## config.mk

```make
export PLATFORM = sky130hd
export DESIGN_NAME = branch_bias_predictor
export DESIGN_NICKNAME = d
export VERILOG_FILES = /design/src/rtl/bp_pkg.sv /design/src/rtl/bp_ctrl.sv /design/src/rtl/bp_table.sv /design/src/rtl/branch_bias_predictor.sv
export SDC_FILE = /design/constraint.sdc
export NUM_CORES = 1
export LEC_CHECK = 0
export ABC_AREA = 1
export ABC_CLOCK_PERIOD_IN_PS = 6200
export BUFFER_PORTS_ARGS = -buffer_cell sky130_fd_sc_hd__buf_2
export CORE_MARGIN = 3
export CORE_UTILIZATION = 58
export DETAILED_ROUTE_END_ITERATION = 10
export HOLD_SLACK_MARGIN = 0.12
export PLACE_DENSITY = 0.87
export SYNTH_ARGS = -nofsm -noshare
export SYNTH_HDL_FRONTEND = slang
export SYNTH_HIERARCHICAL = 1
export SYNTH_SLANG_ARGS = --single-unit
export TNS_END_PERCENT = 30
```

## constraint.sdc

```tcl
create_clock -name clk -period 6.2 [get_ports clk]
set_clock_uncertainty 0.05 [all_clocks]
set_input_delay 0.93 -clock clk [delete_from_list [all_inputs] [get_ports clk]]
set_output_delay 0.93 -clock clk [all_outputs]
set_load 0.005 [all_outputs]
```

## src/rtl/bp_pkg.sv

```systemverilog
package bp_pkg;

  // Strobes from the control block to the counter table
  typedef struct packed {
    logic write;
    logic stepUp;
    logic stepDown;
  } ctrStrobe_t;

endpackage

```

## src/rtl/bp_ctrl.sv

```systemverilog
module bp_ctrl
  import bp_pkg::*;
#(
  parameter int CTR_W = 2
) (
  input  logic             clk,
  input  logic             rstN,
  input  logic             updValid,
  input  logic             updTaken,
  input  logic [CTR_W-1:0] updCount,
  input  logic [CTR_W-1:0] lookCount,
  output ctrStrobe_t       strobe,
  output logic             predictTaken
);

  localparam logic [CTR_W-1:0] MAX_CNT = {CTR_W{1'b1}};
  localparam logic [CTR_W-1:0] MIN_CNT = '0;
  localparam logic [CTR_W:0]   MAX_EXT = {1'b0, MAX_CNT};

  logic atMax;
  logic atMin;
  logic [CTR_W:0] lookDouble;

  assign atMax = (updCount == MAX_CNT);
  assign atMin = (updCount == MIN_CNT);

  // Saturation is decided here; the table only applies the step it is given
  always_comb begin
    strobe = '0;
    if (updValid) begin
      if (updTaken && !atMax) begin
        strobe.write  = 1'b1;
        strobe.stepUp = 1'b1;
      end else if (!updTaken && !atMin) begin
        strobe.write    = 1'b1;
        strobe.stepDown = 1'b1;
      end
    end
  end

  // Predict taken when twice the count reaches the maximum count
  assign lookDouble   = {lookCount, 1'b0};
  assign predictTaken = (lookDouble >= MAX_EXT);

  // only one direction of step at a time, and every write carries a direction
  p_one_step_r2: assert property (@(posedge clk) disable iff (!rstN)
    strobe.write |-> $onehot0({strobe.stepUp, strobe.stepDown}) && (strobe.stepUp || strobe.stepDown));

  // nothing is written without a resolved outcome
  p_idle_hold_r8: assert property (@(posedge clk) disable iff (!rstN)
    !updValid |-> !strobe.write);

endmodule

```

## src/rtl/bp_table.sv

```systemverilog
module bp_table
  import bp_pkg::*;
#(
  parameter int CTR_W   = 2,
  parameter int ENTRIES = 16,
  parameter int IDX_W   = $clog2(ENTRIES)
) (
  input  logic             clk,
  input  logic             rstN,
  input  logic [IDX_W-1:0] lookIdx,
  output logic [CTR_W-1:0] lookCount,
  input  logic [IDX_W-1:0] updIdx,
  output logic [CTR_W-1:0] updCount,
  input  ctrStrobe_t       strobe
);

  localparam logic [CTR_W-1:0] MAX_CNT  = {CTR_W{1'b1}};
  localparam logic [CTR_W-1:0] WEAK_CNT = CTR_W'((1 << (CTR_W - 1)) - 1);

  logic [CTR_W-1:0] cells [ENTRIES];
  logic [ENTRIES-1:0] entrySel;

  // One-hot select of the updated entry
  always_comb begin
    entrySel = '0;
    entrySel[updIdx] = strobe.write;
  end

  for (genvar e = 0; e < ENTRIES; e++) begin : g_entry
    always_ff @(posedge clk) begin
      if (!rstN) begin
        cells[e] <= WEAK_CNT;
      end else if (entrySel[e]) begin
        if (strobe.stepUp) begin
          cells[e] <= cells[e] + 1'b1;
        end else if (strobe.stepDown) begin
          cells[e] <= cells[e] - 1'b1;
        end
      end
    end
  end

  // Two independent read ports; both return the value held before the edge
  assign lookCount = cells[lookIdx];
  assign updCount  = cells[updIdx];

  // an entry already at the top stays at the top
  p_no_overflow_r3: assert property (@(posedge clk) disable iff (!rstN)
    (updCount == MAX_CNT) |=> (cells[$past(updIdx)] == MAX_CNT) || $past(strobe.stepDown));

  // an entry at zero stays at zero
  p_no_underflow_r4: assert property (@(posedge clk) disable iff (!rstN)
    (updCount == '0) |=> (cells[$past(updIdx)] == '0) || $past(strobe.stepUp));

  // a step up moves the entry by exactly one
  p_step_up_r2: assert property (@(posedge clk) disable iff (!rstN)
    (strobe.write && strobe.stepUp) |=> cells[$past(updIdx)] == CTR_W'($past(updCount) + 1'b1));

  // a step down moves the entry by exactly one
  p_step_down_r4: assert property (@(posedge clk) disable iff (!rstN)
    (strobe.write && strobe.stepDown) |=> cells[$past(updIdx)] == CTR_W'($past(updCount) - 1'b1));

endmodule

```

## src/rtl/branch_bias_predictor.sv

```systemverilog
module branch_bias_predictor
  import bp_pkg::*;
#(
  parameter int CTR_W   = 2,
  parameter int ENTRIES = 16,
  parameter int PC_W    = 32
) (
  input  logic            clk,
  input  logic            rstN,
  input  logic [PC_W-1:0] lookupPc,
  output logic            predictTaken,
  input  logic            updValid,
  input  logic [PC_W-1:0] updPc,
  input  logic            updTaken
);

  localparam int IDX_W = $clog2(ENTRIES);
  localparam int IDX_LO = 2;
  localparam int IDX_HI = IDX_W + IDX_LO - 1;

  logic [IDX_W-1:0] lookIdx;
  logic [IDX_W-1:0] updIdx;
  logic [CTR_W-1:0] lookCount;
  logic [CTR_W-1:0] updCount;
  ctrStrobe_t       strobe;
  logic             unusedPcBits;

  // Word-aligned PCs: drop the byte offset, keep the low word-address bits
  assign lookIdx = lookupPc[IDX_HI:IDX_LO];
  assign updIdx  = updPc[IDX_HI:IDX_LO];
  assign unusedPcBits = ^{lookupPc[PC_W-1:IDX_HI+1], lookupPc[IDX_LO-1:0],
                          updPc[PC_W-1:IDX_HI+1], updPc[IDX_LO-1:0]};

  bp_table #(
    .CTR_W  (CTR_W),
    .ENTRIES(ENTRIES),
    .IDX_W  (IDX_W)
  ) u_table (
    .clk      (clk),
    .rstN     (rstN),
    .lookIdx  (lookIdx),
    .lookCount(lookCount),
    .updIdx   (updIdx),
    .updCount (updCount),
    .strobe   (strobe)
  );

  bp_ctrl #(
    .CTR_W(CTR_W)
  ) u_ctrl (
    .clk         (clk),
    .rstN        (rstN),
    .updValid    (updValid),
    .updTaken    (updTaken),
    .updCount    (updCount),
    .lookCount   (lookCount),
    .strobe      (strobe),
    .predictTaken(predictTaken)
  );

  // with no update, the prediction for a held lookup PC does not move
  p_lookup_hold_r7: assert property (@(posedge clk) disable iff (!rstN)
    (!updValid && $stable(lookupPc)) |=> $stable(predictTaken) || !$stable(lookupPc));

endmodule

```

== Yosys cells after proc, flatten, opt, wreduce, memory -nomap -nowiden ==
Memory sizes are Yosys's and may differ from the RTL's.
Cells that the tools add are included.
Storage, ports and cells
  bits in writable memories: 32
  logic and storage cells: 216
  bits of input ports: 68
  register bits after elaboration: 0
  memories kept: 1
  output and inout port bits: 1
Memories
  u_table.cells: words 16, bits a word 2, rd ports 18, clocked after Yosys merged registers in 0, write ports 16, RTL line bp_table.sv:20  | logic [CTR_W-1:0] cells [ENTRIES];
Cells by class
  order comparisons: 3
  mux-type cells: 139
  equality and inequality tests: 1
  bitwise gates (word level): 33
  $add $sub $neg: 32
  reductions and logical operators: 7
Operators by type and width (count)
  1-bit two-way mux: 105
  2-bit two-way mux: 32
  2-bit by 1-bit adder with 2-bit output (second input constant): 16
  1-bit bitwise OR: 32
  2-bit by 1-bit subtractor with 2-bit output (second input constant): 16
  16-bit bitwise AND: 1
  4-bit by 5-bit < comparator with 1-bit output (second input constant): 1
  1-bit demux with 4-bit select: 1
  4-bit by 1-bit >= comparator with 1-bit output (second input constant): 1
  3-bit by 2-bit >= comparator with 1-bit output (second input constant): 1
  1-bit logical AND: 3
  1-bit logical NOT: 3
  3-bit two-way mux: 1
  2-bit equality test (second input constant): 1
  2-bit logical NOT: 1

== Longest topological paths before layout ==
An unclocked memory read counts as a cell.
  depth after elaboration: 13
  mapped depth: 20
  depth with buffers taken out: 17

== Cells and area by module ==
The synthesis kept the hierarchy.
By module, submodules not included
  bp_table: area each 2562.5 µm², sequential area each 960.9 µm², instances 1, cells each 379
  bp_ctrl: area each 52.6 µm², sequential area each 0.0 µm², instances 1, cells each 12

== Least setup slack after synthesis ==
Ideal clock, no wire load.
  path type: in2reg
  start point: in updPc[2]
  end point: mem u_table.cells[8][0], enable pin
  buffers on the path: 2
  data required time: 5852 ps
  path slack: 3432 ps
  stages on the path: 19
  setup time: 298 ps
  arrival: 2420 ps
  cell sequence: buf_6 -> inv_4 -> buf_4 -> nand2_1 -> nand2_1 -> nand2_1 -> nand2_1 -> nand2_1 -> nand2_1 -> inv_1 -> nand2_1 -> inv_1 -> nand2_1 -> nand2_1 -> nand2_1 -> nand3_2 -> nor3_4 -> nand2_1 -> nand2_1
RTL lines
  start: declaration: RTL line branch_bias_predictor.sv:13  | input logic [PC_W-1:0] updPc,
  end: declaration: RTL line bp_table.sv:20

==> impl_metrics.json <==
{
  "cts_made_buffers": 5,
  "cts_tree": "yes",
  "ys_warn_count": 6,
  "relSlewSlack_pct": 60.42,
  "area_delta_synth_final_pct": 4.632,
  "reg_top3": "u_table/cells x32",
  "fin_tns_setup_ns": 0,
  "drtPass1Iterations": 5,
  "worstMarginPinSlew_ns": 0.5937,
  "ctsHtreeMaxLevel": 2,
  "grt_overflow": 0,
  "diodes": 0,
  "grt_max_degree": 34,
  "final_hold_viol_count": 0,
  "rows": 22,
  "crit_path_frequent_cell": "nand2_1",
  "slowest_delay_ns": 0.35,
  "synth_nets": 414,
  "grt_pass1_vias": 2098,
  "reg2reg_from": "u_table/cells[13][1]$_DFFE_PP_",
  "status": "complete, no violations",
  "power.leakage_uw": 0.001150,
  "cts_sinks": 32,
  "final_core_util_pct": 66.01,
  "syn_area_um2": 2431,
  "wirelength_mm": 5.695,
  "endpoint": "u_table/cells[8][0]$_SDFFCE_PN1P_",
  "fp.dieH_um": 70.74,
  "cts.clk_slew.worst_paths_ns": 0.07,
  "maxCapViolCount": 0,
  "hp-class": "register to register",
  "worstPathArrival_ns": 3.05,
  "cts_resized": 0,
  "fin_cells": 400,
  "wl_per_cell_um": 14.24,
  "post-cts-setup-buffers": 0,
  "layout-drive-gt1-share_pct": 7.955,
  "core_area_um2": 3854,
  "drc_errors": 0,
  "post-route-min-period_ns": 3.099,
  "initial_utilization_pct": 63.08,
  "clk_latency_ns": 0.29,
  "syn_area_per_cell_um2": 7.026,
  "worst-path-buf-inv": 3,
  "gp_congestion": 0.8601,
  "drtIter0Drc": 298,
  "period_share_pct": 49.98,
  "placedCellCount": 392,
  "cp.depth": 17,
  "reg2reg_setup_slack_ns": 3.85,
  "ff2ff_path_depth": 15,
  "syn-instance-count": 346,
  "path_cells": "buf_2, inv_4, nand2_1, nand2_1, nand2_1, nand2_1, nand2_1, nand2_1, inv_1, nand2_1, nand2_1, nand3_1, nand2_1, nand3_2, nor3_4, nand2_1, nand2_1",
  "power_density_nw_per_um2": 188.7,
  "crit_slowest_cell": "buf_2",
  "largest_reg_flops": 32,
  "r2r-end": "u_table/cells[8][0]$_SDFFCE_PN1P_",
  "clk_path_buf_depth": 2,
  "top_register": "u_table/cells",
  "path_delay_family": "simple AND/OR/NAND/NOR gates",
  "antenna_left": 0,
  "crit_start": "updPc[2]",
  "design.portCount": 69,
  "fmax_mhz": 322.7,
  "setup_violations": 0,
  "setup.worst_path.class": "primary input to register",
  "vias": 2235,
  "dieArea_um2": 5004,
  "irDropWorstVdd_v": 0.0001118,
  "cp_data_required_time_ns": 6.15,
  "total_power_uw": 480.1,
  "ctsHoldBuffers": 0,
  "hpwl_mm": 4.014,
  "crit_path_max_fanout": 19,
  "grt_pass1_wl_mm": 9.232,
  "cts-root-buf": "clkbuf_8",
  "whs_ns": 0.5810,
  "nets": 419,
  "grtUsageTotal_pct": 23.14,
  "antenna_found_initial": 0,
  "critPathCaptureType": "register",
  "slew_violations": 0,
  "vias_per_cell": 5.588,
  "die_w_um": 70.74,
  "rsz0062_at_grt": "false",
  "cp-start-kind": "primary input",
  "portBuffers": 12
}
[through the flow]
step / worst slack [ns] / instance area, um^2
global route: 2.922 / 2544
floorplan: 3.432 / 2431
global placement: 2.975 / 2464
CTS: 3.168 / 2544
finish: 3.101 / 2544
detailed placement: 2.866 / 2464
[worst min path at each step]
stage,startpoint,endpoint,slack [ns],cells past startpoint
global route,u_table/cells[13][0]$_DFFE_PP_,u_table/cells[13][0]$_DFFE_PP_,0.61,1
detailed placement,u_table/cells[12][0]$_DFFE_PP_,u_table/cells[12][0]$_DFFE_PP_,0.57,1
CTS,u_table/cells[12][0]$_DFFE_PP_,u_table/cells[12][0]$_DFFE_PP_,0.58,1
global placement,u_table/cells[0][0]$_DFFE_PP_,u_table/cells[0][0]$_DFFE_PP_,0.56,1
floorplan,u_table/cells[14][0]$_DFFE_PP_,u_table/cells[14][0]$_DFFE_PP_,0.54,1
finish,u_table/cells[12][0]$_DFFE_PP_,u_table/cells[12][0]$_DFFE_PP_,0.58,1
[cell usage in the layout, fill, tap and decap left out, types with 6 or more instances in the layout]
cell,instances
buf_2,12
edfxtp_1,32
inv_1,38
nand2_1,151
nand3_1,39
nand4_1,9
nor2_1,16
o21ai_1,6
xnor2_1,10
xor2_1,13
[power by group]
part           internal [uW]  switching, uW
clock                   78.0           74.6
combinational           22.9           57.5
sequential               242           4.85
total                    343            137
[per-layer routing]
layer	GRT usage, %	part of all wire (%)	vias up
met5	0	0	-
met2	39.13	47	120
met3	4.830	9.2	9
met1	28.97	42	1005
met4	8.977	1.5	0
li1	-	-	1101
[final cells by class]
type | instances | area, um^2
Multi-Input combinational cell | 258 | 1222
Timing Repair Buffer | 12 | 60.06
Inverter | 42 | 160.2
Sequential cell | 32 | 960.9
Tap cell | 48 | 60.06
Clock buffer | 7 | 76.32
Fill cell | 334 | 1310
Clock inverter | 1 | 3.754
Power figures use the tool's default switching activity.
